==> src/rtl/ng_pkg.sv <==
package ng_pkg;

    typedef enum logic [1:0] {
        ACT_HOLD      = 2'b00,
        ACT_MUTE      = 2'b01,
        ACT_FADE      = 2'b10,
        ACT_FADE_MUTE = 2'b11
    } gate_act_e;

    typedef enum logic [2:0] {
        ST_OPEN,
        ST_HOLD,
        ST_MUTE,
        ST_RAMP,
        ST_RAMP_M,
        ST_FLOOR,
        ST_SILENT
    } gate_st_e;

    localparam int THR_BASE = 153;  // -76.5 dB in 0.5 dB units
    localparam int THR_STEP = 3;    // 1.5 dB per code

    function automatic int thr_att(input logic [4:0] code);
        return THR_BASE - THR_STEP * int'(code);
    endfunction

endpackage

==> src/rtl/ng_level_cmp.sv <==
module ng_level_cmp #(
    parameter int LVL_W = 8
) (
    input  logic [LVL_W-1:0] lvl_i,
    input  logic [4:0]       thr_i,
    output logic             quiet_o
);
    always_comb begin
        quiet_o = int'(32'(lvl_i)) > ng_pkg::thr_att(thr_i);
    end
endmodule

==> src/rtl/ng_qual_timer.sv <==
module ng_qual_timer #(
    parameter int HOLD_STROBES = 12000
) (
    input  logic clk,
    input  logic rst,
    input  logic en_i,
    input  logic stb_i,
    input  logic quiet_i,
    output logic expire_o
);
    localparam int CNT_W = $clog2(HOLD_STROBES + 1);
    localparam logic [CNT_W-1:0] LAST = CNT_W'(HOLD_STROBES - 1);

    logic [CNT_W-1:0] cnt_q;

    always_ff @(posedge clk) begin
        if (rst || !en_i) begin
            cnt_q <= '0;
        end else if (stb_i) begin
            if (!quiet_i)
                cnt_q <= '0;
            else if (cnt_q != LAST)
                cnt_q <= cnt_q + 1'b1;
        end
    end

    assign expire_o = en_i && stb_i && quiet_i && (cnt_q == LAST);
endmodule

==> src/rtl/ng_fade_step.sv <==
module ng_fade_step #(
    parameter int FADE_STEP = 4
) (
    input  logic clk,
    input  logic rst,
    input  logic run_i,
    input  logic stb_i,
    output logic tick_o
);
    localparam int DIV_W = $clog2(FADE_STEP + 1);
    localparam logic [DIV_W-1:0] WRAP = DIV_W'(FADE_STEP - 1);

    logic [DIV_W-1:0] div_q;

    always_ff @(posedge clk) begin
        if (rst || !run_i)
            div_q <= '0;
        else if (stb_i)
            div_q <= (div_q == WRAP) ? '0 : div_q + 1'b1;
    end

    assign tick_o = run_i && stb_i && (div_q == WRAP);
endmodule

==> src/rtl/noise_gate_ctrl.sv <==
module noise_gate_ctrl
    import ng_pkg::*;
#(
    parameter int LVL_W        = 8,
    parameter int GAIN_W       = 6,
    parameter int GAIN_MIN     = 0,
    parameter int HOLD_STROBES = 12000,
    parameter int FADE_STEP    = 4
) (
    input  logic              clk,
    input  logic              rst,
    input  logic              stb_i,
    input  logic [LVL_W-1:0]  lvl_i,
    input  logic [GAIN_W-1:0] gain_i,
    input  logic              en_i,
    input  logic [1:0]        act_i,
    input  logic [4:0]        thr_i,
    output logic [GAIN_W-1:0] gain_o,
    output logic              mute_o,
    output logic              active_o
);
    localparam logic [GAIN_W-1:0] G_MIN  = GAIN_W'(GAIN_MIN);
    localparam logic [GAIN_W-1:0] G_LAND = GAIN_W'(GAIN_MIN + 1);

    gate_st_e          state_q, state_d;
    logic [GAIN_W-1:0] hold_q;
    logic [GAIN_W-1:0] fade_q;
    logic              quiet, expire, tick, ramping, trip;
    gate_act_e         act;

    assign act     = gate_act_e'(act_i);
    assign ramping = (state_q == ST_RAMP) || (state_q == ST_RAMP_M);
    assign trip    = (state_q == ST_OPEN) && expire;

    ng_level_cmp #(.LVL_W(LVL_W)) u_cmp (
        .lvl_i  (lvl_i),
        .thr_i  (thr_i),
        .quiet_o(quiet)
    );

    ng_qual_timer #(.HOLD_STROBES(HOLD_STROBES)) u_timer (
        .clk     (clk),
        .rst     (rst),
        .en_i    (en_i),
        .stb_i   (stb_i),
        .quiet_i (quiet),
        .expire_o(expire)
    );

    ng_fade_step #(.FADE_STEP(FADE_STEP)) u_step (
        .clk   (clk),
        .rst   (rst),
        .run_i (ramping),
        .stb_i (stb_i),
        .tick_o(tick)
    );

    // next-state decision
    always_comb begin
        state_d = state_q;
        if (!en_i || (stb_i && !quiet)) begin
            state_d = ST_OPEN;                       // release
        end else begin
            unique case (state_q)
                ST_OPEN: begin
                    if (expire) begin                // trip
                        unique case (act)
                            ACT_HOLD:      state_d = ST_HOLD;
                            ACT_MUTE:      state_d = ST_MUTE;
                            ACT_FADE:      state_d = (gain_i <= G_MIN) ? ST_FLOOR  : ST_RAMP;
                            ACT_FADE_MUTE: state_d = (gain_i <= G_MIN) ? ST_SILENT : ST_RAMP_M;
                            default:       state_d = ST_OPEN;
                        endcase
                    end
                end
                ST_RAMP:   if (tick && fade_q == G_LAND) state_d = ST_FLOOR;   // land
                ST_RAMP_M: if (tick && fade_q == G_LAND) state_d = ST_SILENT;  // land
                ST_HOLD, ST_MUTE, ST_FLOOR, ST_SILENT: state_d = state_q;
                default:   state_d = ST_OPEN;
            endcase
        end
    end

    // state and datapath registers
    always_ff @(posedge clk) begin
        if (rst) begin
            state_q <= ST_OPEN;
            hold_q  <= '0;
            fade_q  <= '0;
        end else begin
            state_q <= state_d;
            if (trip) begin
                hold_q <= gain_i;
                fade_q <= gain_i;
            end else if (ramping && tick && fade_q > G_MIN) begin
                fade_q <= fade_q - 1'b1;             // step
            end
        end
    end

    // outputs
    always_comb begin
        gain_o   = gain_i;
        mute_o   = 1'b0;
        active_o = 1'b1;
        unique case (state_q)
            ST_OPEN:             active_o = 1'b0;
            ST_HOLD:             gain_o   = hold_q;
            ST_MUTE:             mute_o   = 1'b1;
            ST_RAMP, ST_RAMP_M:  gain_o   = fade_q;
            ST_FLOOR:            gain_o   = G_MIN;
            ST_SILENT: begin
                gain_o = G_MIN;
                mute_o = 1'b1;
            end
            default:             active_o = 1'b0;
        endcase
    end
endmodule

==> config.mk <==
export PLATFORM = sky130hd
export DESIGN_NAME = noise_gate_ctrl
export DESIGN_NICKNAME = d
export VERILOG_FILES = /design/src/rtl/ng_pkg.sv /design/src/rtl/ng_level_cmp.sv /design/src/rtl/ng_qual_timer.sv /design/src/rtl/ng_fade_step.sv /design/src/rtl/noise_gate_ctrl.sv
export SDC_FILE = /design/constraint.sdc
export NUM_CORES = 1
export LEC_CHECK = 0
export BUFFER_PORTS_ARGS = -buffer_cell sky130_fd_sc_hd__buf_2
export CAP_MARGIN = 20
export CORE_MARGIN = 1
export CORE_UTILIZATION = 58
export DETAILED_ROUTE_END_ITERATION = 10
export GPL_TIMING_DRIVEN = 0
export PLACE_DENSITY_LB_ADDON = 0.08
export SYNTH_ARGS = -nofsm -noshare
export SYNTH_HDL_FRONTEND = slang
export SYNTH_SLANG_ARGS = --single-unit
==> constraint.sdc <==
create_clock -name clk -period 4.1 [get_ports clk]
set_input_delay 0.205 -clock clk [delete_from_list [all_inputs] [get_ports clk]]
set_output_delay 0.205 -clock clk [all_outputs]
set_load 0.02 [all_outputs]
After elaboration in Yosys (flattened, before gate mapping)
Index checks and enable logic that the tools add are counted.
- flip-flop bits (word level): 32
- logic and storage cells: 74
- output and inout bits: 8
- input port bits: 25
- add/sub/neg operators: 4
- equality and inequality tests: 17
- muxes and demuxes: 15
- bitwise logic cells: 1
- multipliers: 1
- reduce and logical (&&, ||, !) cells: 28
- $lt $le $gt $ge: 3
- operators by type and width (cell ; count):
    $gt 9x32->1 ; 1
    $sub 9x32->32 const A ; 1
    $mux 14 ; 2
    $pmux 3 s4 ; 2
    $pmux 6 s3 ; 1
    $mux 3 ; 5
    $add 14x1->14 const B ; 1
    $eq 14x14->1 const B ; 1
    $ne 14x14->1 const B ; 1
    $mux 6 ; 2
    $logic_and 1x1->1 ; 10
    $eq 3x2->1 const B ; 3
    $eq 3x3->1 const B ; 3
    $reduce_or 2->1 ; 4
    $mul 2x5->7 const A ; 1
    $eq 6x1->1 const B ; 1
    $gt 6x1->1 const B ; 1
    $le 6x1->1 const B ; 1
    $reduce_or 6->1 ; 1
    $sub 6x1->6 const B ; 1
    $eq 2x2->1 const B ; 2
    $logic_or 1x1->1 ; 4
    $ne 2x1->1 const B ; 2
    $ne 2x2->1 const B ; 2
    13 further kinds ; 16

Logic depth before layout (Yosys ltp)
Gate-level depths: netlist of the first run.
- depth in word-level cells: 8
- gate-level depth with buffers: 16
- depth with buffers taken out: 15

By module
A second synthesis of the first run with hierarchy kept.
- cell total of the unflattened synthesis: 317
- area total of the unflattened synthesis: 2582.5 um2
- modules (own cells, without submodules) (module ; times used ; area each (um2) ; cells an instance ; seq. area each (um2)):
    noise_gate_ctrl ; 1 ; 1151.1 ; 142 ; 300.3
    ng_qual_timer ; 1 ; 822.0 ; 104 ; 280.3
    ng_level_cmp ; 1 ; 461.7 ; 57 ; 0.0
    ng_fade_step ; 1 ; 147.6 ; 14 ; 60.1

Worst setup path after synthesis of the first run
No wires, ideal clock.
- kind: input to register
- start point: input thr_i[0]
- end point: register hold_q[3]
- setup time: 128 ps
- path slack: 609 ps
- path buffers: 1
- data required time: 3972 ps
- arrival: 3363 ps
- cell stages on the path: 15
- cells stage by stage: ha_1 -> fa_1 -> xnor2_1 -> a21oi_1 -> a2bb2oi_1 -> nor3_1 -> a2111o_1 -> ha_1 -> nand4_1 -> nor2_1 -> nor3_1 -> o21ai_1 -> buf_2 -> mux2i_1 -> nor2_1
- word-level cells in the longest chain between the ends: 6
- RTL lines (what ; RTL line ; source):
    from (decl) ; noise_gate_ctrl.sv:17 ; input logic [4:0] thr_i,
    $mul 2x5->7 ; ng_pkg.sv:24 ; return THR_BASE - THR_STEP * int'(code);
    $sub 9x32->32 ; ng_pkg.sv:24 ;
    $gt 9x32->1 ; ng_level_cmp.sv:9 ; quiet_o = int'(32'(lvl_i)) > ng_pkg::thr_att(thr_i);
    $logic_and 1x1->1 (2 in a row) ; ng_qual_timer.sv:27 ; assign expire_o = en_i && stb_i && quiet_i && (cnt_q == LAST);
    $logic_and 1x1->1 ; noise_gate_ctrl.sv:33 ; assign trip = (state_q == ST_OPEN) && expire;
    to (signal assigned) ; noise_gate_ctrl.sv:93 ; hold_q <= gain_i;
    to (decl) ; noise_gate_ctrl.sv:26 ; logic [GAIN_W-1:0] hold_q;
Every way passes these cells.
A chain may end at the register's enable or synchronous reset.

Worst setup path after layout of the first run
- start point: input thr_i[1]
- end point: register hold_q[4]
The elaborated chain is that of the path after synthesis.

==> impl_results.md, run 1 <==
* Cell type with the largest total area after synthesis: dfxtp_1
* Area contributors post-synth: dfxtp_1 27%, ha_1 11%, a21oi_1 5.8%
* Buffers on Ports at 32
* Cells after Synth at 293
* Ant. Diodes at 0
* Most numerous cell in the Yosys netlist: dfxtp_1
* Grt total ovfl at 0
* Period Utilization, post-route at 89.2%
* Worst-path maximum fanout at 10
* Critical Path Start: thr_i[1]
* Synth top area share at between 20% and 30%
* Die ar. at 0.00430 mm^2
* CP endpoint kind: flop
* Drt first pass iters at 4
* Area grow syn2layout at 13.7%
* Num Clock Sinks at 32
* Worst-margin pin slew at 676 ps
* Top cells by count, synth: 32 x dfxtp_1, 27 x a21oi_1, 25 x nand2_1
* Final TNS setup at 0 ps
* RSZ-0062 raised after global routing: false
* Worst Setup Slack, final at 444 ps
* Root Driver: clkbuf_8
* TritonCTS clock tree: yes
* Final hold slack at 161 ps
* Total leakage power at 1.11 nW
* Number of synthesized register bits at 32
* Number of setup buffers added after CTS at 0
* F_max at 274 MHz
* Starting Density at 62.2%
* Worst Hold Class: input port to flop
* Synth warn at 0
* Cell Rows at 22
* Non-Filler Instances at between 300 and 400
* Die Y at 65.6 um
* Startpoint Class: input port
* PD cells at roughly 280 mW/mm^2
* Async SR Flop Fraction at 0%
* H-tree levels at 2
* Routed Wire Length at around 5.0 mm
* Clock Tree Buf Depth at 2
* Hpwl dp at between 3 and 4 mm
* RD Place Congestion at roughly 0.84
* Register-to-register setup slack at 1980 ps
* Post-route core utilization at 70.7%
* Crit path time final at 3660 ps
* Syn avg cell area at 8.00 um^2
* Setup CP Type: input port to flop
* Avg WL per Cell at 13.3 um
* Final slew viol count at 0
* Clk_lat worst skew at 270 ps
* First-pass GRT wire length at 8.25 mm
* Worst slew margin at between 50% and 60%
* CP arrival at between 3000 and 4000 ps
* Max VDD drop at about 0.00026 V
* Antenna violations before repair at 0
* Hold Fails Final Rpt at 0
* Dominant synthesized flop cell: dfxtp_1
* Layout cells sized above 1 at roughly 15%
* Outcome: finished clean
* Register area share after synthesis at 27.3%
* Post-synth cell types at 55
* Vias per cell at roughly 5.9
* Via count at 2232
* Vias in the first global route at ~1900
* Inst Count DP at 373
* Chip width at 65.6 um
* Largest net degree at the start of global routing at 11
* Nets at about 380
* Total Routing Usage GR at ~24%
* FF-to-FF Start: u_timer.cnt_q[0]
* Final setup violation count at 0
* Post-Place Worst Slack at -26.3 ps
* Number of synthesized flops with an enable pin at 0
* Iter 0 DRT Violations at ~110
* Critical hold path startpoint: rst
* Post-DRT Antenna Nets at 0
* Clock-pin slew on the worst setup and hold paths at 70 ps
* Drc violations at 0
* CP required at 4250 ps
* CORE AREA at approximately 0.0038 mm^2
* I/O pins at 33
* TritonCTS Buffers at 5
* # Max-Cap Violations at 0
* Post-Synthesis Cell Area at 0.00234 mm^2
* Worst Skew at a little over 9 ps
* Mapped Nets at 339
[layout by cell type (no fill, tap or decap), drive strengths merged, types with 6 or more instances in the layout]
cell type  count
nand2         26
nor3          10
nor2          23
dfxtp         32
xnor2          7
o21ai         10
xor2           6
ha            20
a21oi         27
buf           35
and3           8
mux2i          6
inv           18
nand3         14
clkbuf        14
[final timing paths]
kind	end	cells past startpoint
max	hold_q[4]	17
min	fade_q[0]	2
max reg2reg	u_timer.cnt_q[8]	7
min reg2reg	u_step.div_q[2]	2
[cell families (layout without fill, tap and decap cells)]
family	after synthesis	count (layout)	synth area share [%]
simple gates	116	116	26.6
compound gates	76	76	21.5
flops	32	32	27.3
xor+xnor	13	13	4.86
buf+inv	28	67	5.18
mux	7	7	3.04
fa+ha+maj	21	21	11.5
[layout make-up]
class	count	area [um^2]
buffer	10	53.8
clock buffer	7	96.3
fill	318	1110
inverter	18	67.6
multi-input combinational	233	1590
sequential	32	641
tap	48	60.1
timing repair buffer	32	160
[what timing repair did]
item / CTS / global route
endpoints found under the setup margin: 0 / 7
hold buffers: 0 / 0
gates resized for setup: 0 / 1
[registers in the layout (all words and copies together) (netlist names)]
register / flops
fade_q: 6
hold_q: 6
state_q: 3
u_step.div_q: 3
u_timer.cnt_q: 14
[layer usage]
metal,global-route usage [%],part of all wire [%],up-vias
met5,0,0,-
met4,4.89,0.46,0
met3,4.17,4.4,2
met2,38.0,44,51
met1,35.2,51,1024
li1,-,-,1155
[power by group]
group / switching, mW / internal, mW / total, mW
sequential: 0.000830 / 0.312 / 0.312
clock: 0.110 / 0.149 / 0.259
combinational: 0.0959 / 0.0697 / 0.166
total: 0.207 / 0.531 / 0.737
[stage by stage]
stage | power [mW] | cell area, um^2
CTS | 0.746 | 2660
detailed placement | 0.485 | 2560
finish | 0.737 | 2670
floorplan | 0.440 | 2340
global route | 0.778 | 2670
global placement | 0.481 | 2560
[worst max-delay path, stage by stage]
cell	delay, ps
buf_2	120
ha_1	200
fa_1	400
a21oi_1	160
o21bai_1	80
xor2_1	370
or4_1	180
a21oi_1	60
a2111o_1	280
ha_1	300
nand4_1	170
nor2_1	220
nor3_1	100
o21ai_2	340
buf_2	330
mux2i_1	210
nor2_1	50
(Power assumes the default switching activity.)
==> run 2: changes to the inputs <==
==> constraint.sdc (replaced) <==
create_clock -name clk -period 3.46 [get_ports clk]
set_input_delay 0.173 -clock clk [delete_from_list [all_inputs] [get_ports clk]]
set_output_delay 0.173 -clock clk [all_outputs]
set_load 0.02 [all_outputs]
==> impl_results.md, run 2 (synthesis gave the netlist of run 1 again) <==
* Outcome: finished clean (unchanged)
* Area grow syn2layout at 20.8% (was 13.7%)
* Layout cells sized above 1 at 21.0% (was 14.8%)
* Worst slew margin at 52.5% (was 54.3%)
* CORE AREA at 0.00377 mm^2 (unchanged)
* Commonest cells after routing, fill and taps aside: 32 x dfxtp_1, 30 x buf_2, 25 x nand2_1 (was 33 x buf_2, 32 x dfxtp_1, 27 x a21oi_1)
* Met3 global-route usage at 4.17% (unchanged)
* Final setup violation count at 0 (unchanged)
* Post-route design area at 0.00283 mm^2 (was 0.00267 mm^2)
* Drt first pass iters at 4 (unchanged)
* Post-DRT Antenna Nets at 0 (unchanged)
* Worst Skew at 8.32 ps (was 9.33 ps)
* Clock-pin slew on the worst setup and hold paths at 70 ps (about the same)
* Starting Density at 62.2% (unchanged)
* Via count at 2282 (was 2232)
* Max VDD drop at 0.000301 V (was 0.000256 V)
* CP required at 3620 ps (was 4250 ps)
* First-pass GRT wire length at 8.29 mm (was 8.25 mm)
* M2 GR Usage at 38.4% (was 38.0%)
* Crit path time final at 3430 ps
* Total Power at 0.921 mW (was 0.737 mW)
* # Max-Cap Violations at 0 (unchanged)
* Vias per cell at 5.91 (was 5.87)
* GR Layer Usage met1 at 35.3% (was 35.2%)
* Hold Fails Final Rpt at 0 (unchanged)
* Chip width at 65.6 um (unchanged)
* Total leakage power at 1.16 nW (was 1.11 nW)
* Worst-path maximum fanout at 4 (was 10)
* Largest registers: u_timer.cnt_q (14), fade_q (6), hold_q (6) (unchanged)
* Routed Wire Length at 5.62 mm (was 5.04 mm)
* Largest net degree at the start of global routing at 11 (unchanged)
* Startpoint Class: input port (unchanged)
* Post-CTS Hold Fix Bufs at 0 (unchanged)
* RD Place Congestion at 0.836 (unchanged)
* Clock power frac at 33.5% (was 35.2%)
* Clock Tree Buf Depth at 2 (unchanged)
* Worst Hold Class: input port to flop (unchanged)
* Power share of the combinational group at 26.3% (was 22.5%)
* Hpwl dp at 3.96 mm (unchanged)
* Buffers on Ports at 32 (unchanged)
* F_max at slightly below 300 MHz
* Post-Place Worst Slack at -634 ps (was -26.3 ps)
* Largest register FFs at 14 (unchanged)
* Sw power at 0.266 mW (was 0.207 mW)
* Commonest non-fill, non-tap cell in the layout: dfxtp_1 (was buf_2)
* Post-route core utilization at 75.1% (was 70.7%)
* Iter 0 DRT Violations at 136 (was 114)
* RSZ-0062 raised after global routing: true (was false)
* Period Utilization, post-route at a little over nine tenths
* Die Y at 65.6 um (unchanged)
* CP endpoint kind: flop (unchanged)
* Int Power at 0.654 mW (was 0.531 mW)
* Vias in the first global route at 1890 (was 1887)
* Dpl cell area at 0.00256 mm^2 (unchanged)
* GR peak layer: met2 (unchanged)
* Antenna violations before repair at 0 (unchanged)
* TritonCTS Buffers at 5 (unchanged)
* Drc violations at 0 (unchanged)
* Die ar. at 0.00430 mm^2 (unchanged)
* Cell Rows at 22 (unchanged)
* Ant. Diodes at 0 (unchanged)
* I/O pins at 33 (unchanged)
* Final TNS setup at 0 ps (unchanged)
* Num Clock Sinks at 32 (unchanged)
* Final slew viol count at 0 (unchanged)
* H-tree levels at 2 (unchanged)
* PD cells at 325 mW/mm^2 (was 277 mW/mm^2)
* Top reg by flops: u_timer.cnt_q (unchanged)
* Flop pwr share at 40.2% (was 42.4%)
* Clk_lat worst skew at 280 ps (was 270 ps)
* Worst-margin pin slew at 702 ps (was 676 ps)
* Worst Setup Slack, final at 34.8 ps (was 444 ps)
* Total Routing Usage GR at 24.6% (was 24.4%)
* Grt total ovfl at 0 (unchanged)
* Avg WL per Cell at 14.6 um (was 13.3 um)
* Setup CP Type: input port to flop (unchanged)
* TritonCTS clock tree: yes (unchanged)
* Filler cells at 290 (was 318)
* Nets at 384 (was 378)
* Root Driver: clkbuf_8 (unchanged)
* Sw Share at 28.9% (was 28.0%)
* CP arrival at 3590 ps (was 3800 ps)
-- run 2: cell types whose count changed in the layout (fill, tap and decap cells not counted), moves of 3 or more --
cell	change
a21oi_1	-4
a21oi_2	+4
buf_2	-3
buf_4	+8
ha_1	-3
ha_4	+3
-- run 2: path summary, 6_finish.rpt --
kind              slack [ps]         endpoint  cells past startpoint            start
hold / removal           130        fade_q[0]                      2              rst
setup reg to reg        1470        fade_q[5]                      8       state_q[0]
setup / recovery          30        fade_q[3]                     16         thr_i[1]
hold reg to reg          450  u_step.div_q[2]                      2  u_step.div_q[2]
-- run 2: critical path: stages --
cell and delay (ps):
buf_8 110, ha_4 160, fa_2 380, a21oi_2 160, o21bai_1 120, xor2_2 160
or4_4 540, a21oi_2 160, a2111o_1 180, ha_4 150, nand4_1 190, a211oi_1 410
o21ai_2 140, buf_4 160, and3_1 150, o31a_1 230
-- run 2: power by group through the flow --
stage	registers, mW	logic [mW]	clock network [mW]
after floorplan	0.378	0.143	0
after global placement	0.379	0.191	0
after detailed placement	0.378	0.196	0
after CTS	0.370	0.204	0.316
after global routing	0.370	0.267	0.330
final	0.370	0.242	0.309
-- run 2: stage by stage --
stage,cells,hold WS (ps)
detailed placement,373,415
CTS,382,121
finish,386,126
floorplan,293,246
global route,386,142
global placement,373,410
-- run 2: layout make-up --
cell class	instances	area (um^2)	share of cell area, %
buffer	9	56.3	1.99
clock buffer	7	96.3	3.40
inverter	18	67.6	2.39
multi-input combinational	233	1680	59.4
sequential	32	641	22.6
tap	48	60.1	2.12
timing repair buffer	39	229	8.08
-- run 2: metal layers --
layer  vias to the layer above  part of all wire, %
li1                       1159                    -
met1                      1069                   49
met2                        52                   47
met3                         2                  3.8
met4                         0                 0.39
met5                         -                    0
-- run 2: what timing repair did --
action / CTS / global route
buffers inserted: 2 / 5
endpoints found under the setup margin: 23 / 26
gates resized for setup: 6 / 20
gates cloned: 0 / 0
pin swaps: 3 / 15
==> run 3: changes to the inputs <==
--- a/config.mk
+++ b/config.mk
@@ -8,7 +8,8 @@
 export BUFFER_PORTS_ARGS = -buffer_cell sky130_fd_sc_hd__buf_2
 export CAP_MARGIN = 20
 export CORE_MARGIN = 1
-export CORE_UTILIZATION = 58
+export CORE_UTILIZATION = 59
+export CTS_BUF_LIST = sky130_fd_sc_hd__clkbuf_4
 export DETAILED_ROUTE_END_ITERATION = 10
 export GPL_TIMING_DRIVEN = 0
 export PLACE_DENSITY_LB_ADDON = 0.08
==> impl_results.md, run 3 (synthesis gave the netlist of run 1 again) <==
* TritonCTS clock tree: yes (unchanged)
* Crit path time final at 3320 ps (was 3430 ps)
* Commonest cells after routing, fill and taps aside: 33 x buf_2, 32 x dfxtp_1, 25 x nand2_1 (was 32 x dfxtp_1, 30 x buf_2, 25 x nand2_1)
* Critical hold path startpoint: rst (unchanged)
* Die Y at 65.0 um (was 65.6 um)
* Root Driver: clkbuf_4 (was clkbuf_8)
* Vias in the first global route at 1999 (was 1890)
* Worst-margin pin slew at 715 ps (was 702 ps)
* Post-route core utilization at 72.0% (was 75.1%)
* Slowest stage delay, CP at 530 ps (was 540 ps)
* Setup CP Type: input port to flop (unchanged)
* RD Place Congestion at 0.813 (was 0.836)
* Hpwl dp at 3.91 mm (was 3.96 mm)
* FF-to-FF Start: u_timer.cnt_q[0] (was state_q[0])
* Post-route design area at 0.00269 mm^2 (was 0.00283 mm^2)
* # Max-Cap Violations at 0 (unchanged)
* Inst Count DP at 373 (unchanged)
* Top reg by flops: u_timer.cnt_q (unchanged)
* R2R Path End: fade_q[3] (was fade_q[5])
* Largest net degree at the start of global routing at 11 (unchanged)
* Final setup violation count at 0 (unchanged)
* F_max at 301 MHz (was 292 MHz)
* Worst Hold Class: input port to flop (unchanged)
* Worst slew margin at 51.7% (was 52.5%)
* Post-CTS Hold Fix Bufs at 0 (unchanged)
* Delay-heaviest family, CP: simple AND/OR/NAND/NOR gates (was compound AO/OA/AOI/OAI gates)
* Total Routing Usage GR at 26.6% (was 24.6%)
* Outcome: finished clean (unchanged)
* Layout cells sized above 1 at 18.2% (was 21.0%)
* Dpl cell area at 0.00256 mm^2 (unchanged)
* CP arrival at 3560 ps (was 3590 ps)
* Num Clock Sinks at 32 (unchanged)
* End of the worst hold path: fade_q[0] (unchanged)
* Grt total ovfl at 0 (unchanged)
* Total Power at 0.792 mW (was 0.921 mW)
* Buffers on Ports at 32 (unchanged)
* Avg WL per Cell at 13.7 um (was 14.6 um)
* Antenna violations before repair at 0 (unchanged)
* Worst-path maximum fanout at 6 (was 4)
* Nets at 380 (was 384)
* Largest registers: u_timer.cnt_q (14), fade_q (6), hold_q (6) (unchanged)
* CP endpoint kind: flop (unchanged)
* I/O pins at 33 (unchanged)
* Final slew viol count at 0 (unchanged)
* Drc violations at 0 (unchanged)
* Cells on worst reg2reg path at 8 (unchanged)
* First-pass GRT wire length at 8.73 mm (was 8.29 mm)
* Hold Fails Final Rpt at 0 (unchanged)
* Commonest non-fill, non-tap cell in the layout: buf_2 (was dfxtp_1)
* Worst path bufs/invs at 1 (was 2)
* Clock Tree Buf Depth at 2 (unchanged)
* Worst path slowest cell: or4_1 (was or4_4)
* Clock-pin slew on the worst setup and hold paths at 100 ps (was 70 ps)
* Cell Rows at 22 (unchanged)
* CORE AREA at 0.00374 mm^2 (was 0.00377 mm^2)
* Hold Path Cell Cnt at 2 (unchanged)
* Clk_lat worst skew at 350 ps (was 280 ps)
* TritonCTS Buffers at 5 (unchanged)
* H-tree levels at 2 (unchanged)
* Final TNS setup at 0 ps (unchanged)
* Drt first pass iters at 4 (unchanged)
* Starting Density at 62.6% (was 62.2%)
* Die ar. at 0.00423 mm^2 (was 0.00430 mm^2)
* Period Utilization, post-route at 96.1% (was 99.0%)
* Cell mode on critical path: ha_1
* Vias per cell at 5.91 (about the same)
* Iter 0 DRT Violations at 147 (was 136)
* CP required at 3700 ps (was 3620 ps)
* Area grow syn2layout at 14.9% (was 20.8%)
* Critical path cell sequence: buf_2 > ha_1 > fa_2 > a21oi_2 > o21bai_1 > xor2_2 > or4_1 > ha_1 > nand4_1 > nor2_2 > nor3_1 > or2_2 > and3_1 > o31a_1 (was buf_8 > ha_4 > fa_2 > a21oi_2 > o21bai_1 > xor2_2 > or4_4 > a21oi_2 > a2111o_1 > ha_4 > nand4_1 > a211oi_1 > o21ai_2 > buf_4 > and3_1 > o31a_1)
* Chip width at 65.0 um (was 65.6 um)
* Worst Skew at 8.11 ps (was 8.32 ps)
* PD cells at 294 mW/mm^2 (was 325 mW/mm^2)
* Ant. Diodes at 0 (unchanged)
* Routed Wire Length at 5.26 mm (was 5.62 mm)
* Total leakage power at 1.12 nW (was 1.16 nW)
* Filler cells at 331 (was 290)
* Via count at 2263 (was 2282)
* Largest register FFs at 14 (unchanged)
* Post-DRT Antenna Nets at 0 (unchanged)
* Startpoint Class: input port (unchanged)
* Register-to-register setup slack at 1480 ps (was 1470 ps)
* Non-Filler Instances at 383 (was 386)
* Max VDD drop at 0.000262 V (was 0.000301 V)
-- run 3: final cells by class --
cell class / instances / area (um^2) / share of cell area (%)
multi-input combinational: 233 / 1640 / 60.9
buffer: 9 / 51.3 / 1.90
tap: 48 / 60.1 / 2.23
inverter: 18 / 67.6 / 2.51
sequential: 32 / 641 / 23.8
timing repair buffer: 35 / 183 / 6.78
clock buffer: 5 / 37.5 / 1.39
clock inverter: 3 / 13.8 / 0.511
-- run 3: worst reg2reg max path, delay by kind of cell, from the launching register on --
family | cells | cell delay, ps
flops | 1 | 390
compound gates | 2 | 310
simple gates | 4 | 790
fa+ha+maj | 1 | 220
buf+inv | 1 | 170
-- run 3: how the worst max path moves through the flow --
| stage | from | end | slack, ps | depth (start not counted) |
|---|---|---|---|---|
| after floorplan | thr_i[0] | hold_q[3] | 1 | 15 |
| after global placement | thr_i[1] | hold_q[3] | -620 | 17 |
| after detailed placement | thr_i[1] | hold_q[4] | -690 | 17 |
| after CTS | thr_i[1] | fade_q[3] | 9 | 15 |
| after global routing | thr_i[1] | u_timer.cnt_q[8] | -40 | 15 |
| final | thr_i[1] | fade_q[3] | 140 | 14 |
-- run 3: stage by stage --
stage / hold WS [ps] / setup WS (ps)
floorplan: 246 / 1.37
detailed placement: 423 / -685
CTS: 50.9 / 8.88
global route: 50.5 / -37.9
finish: 57.0 / 136
global placement: 409 / -622
-- run 3: timing repair --
action                     in CTS  in global routing
setup endpoints to repair      16                 23
pin swaps                       2                  3
gates resized for setup         4                  9
gates cloned                    0                  0
setup buffers                   2                  1
-- run 3: where the power goes --
group	internal, mW	switching (mW)
Clock	0.0743	0.131
Combinational	0.0930	0.124
Sequential	0.369	0.000945
Total	0.536	0.256
-- run 3: metal layers --
metal	track usage, %	up-vias	routed length (um)	share of wire, %
met3	6.69	6	226	4.3
met2	40.8	47	2330	44
li1	-	1163	-	-
met1	36.7	1047	2650	50
met5	0	-	0	0
met4	7.61	0	53	1.0
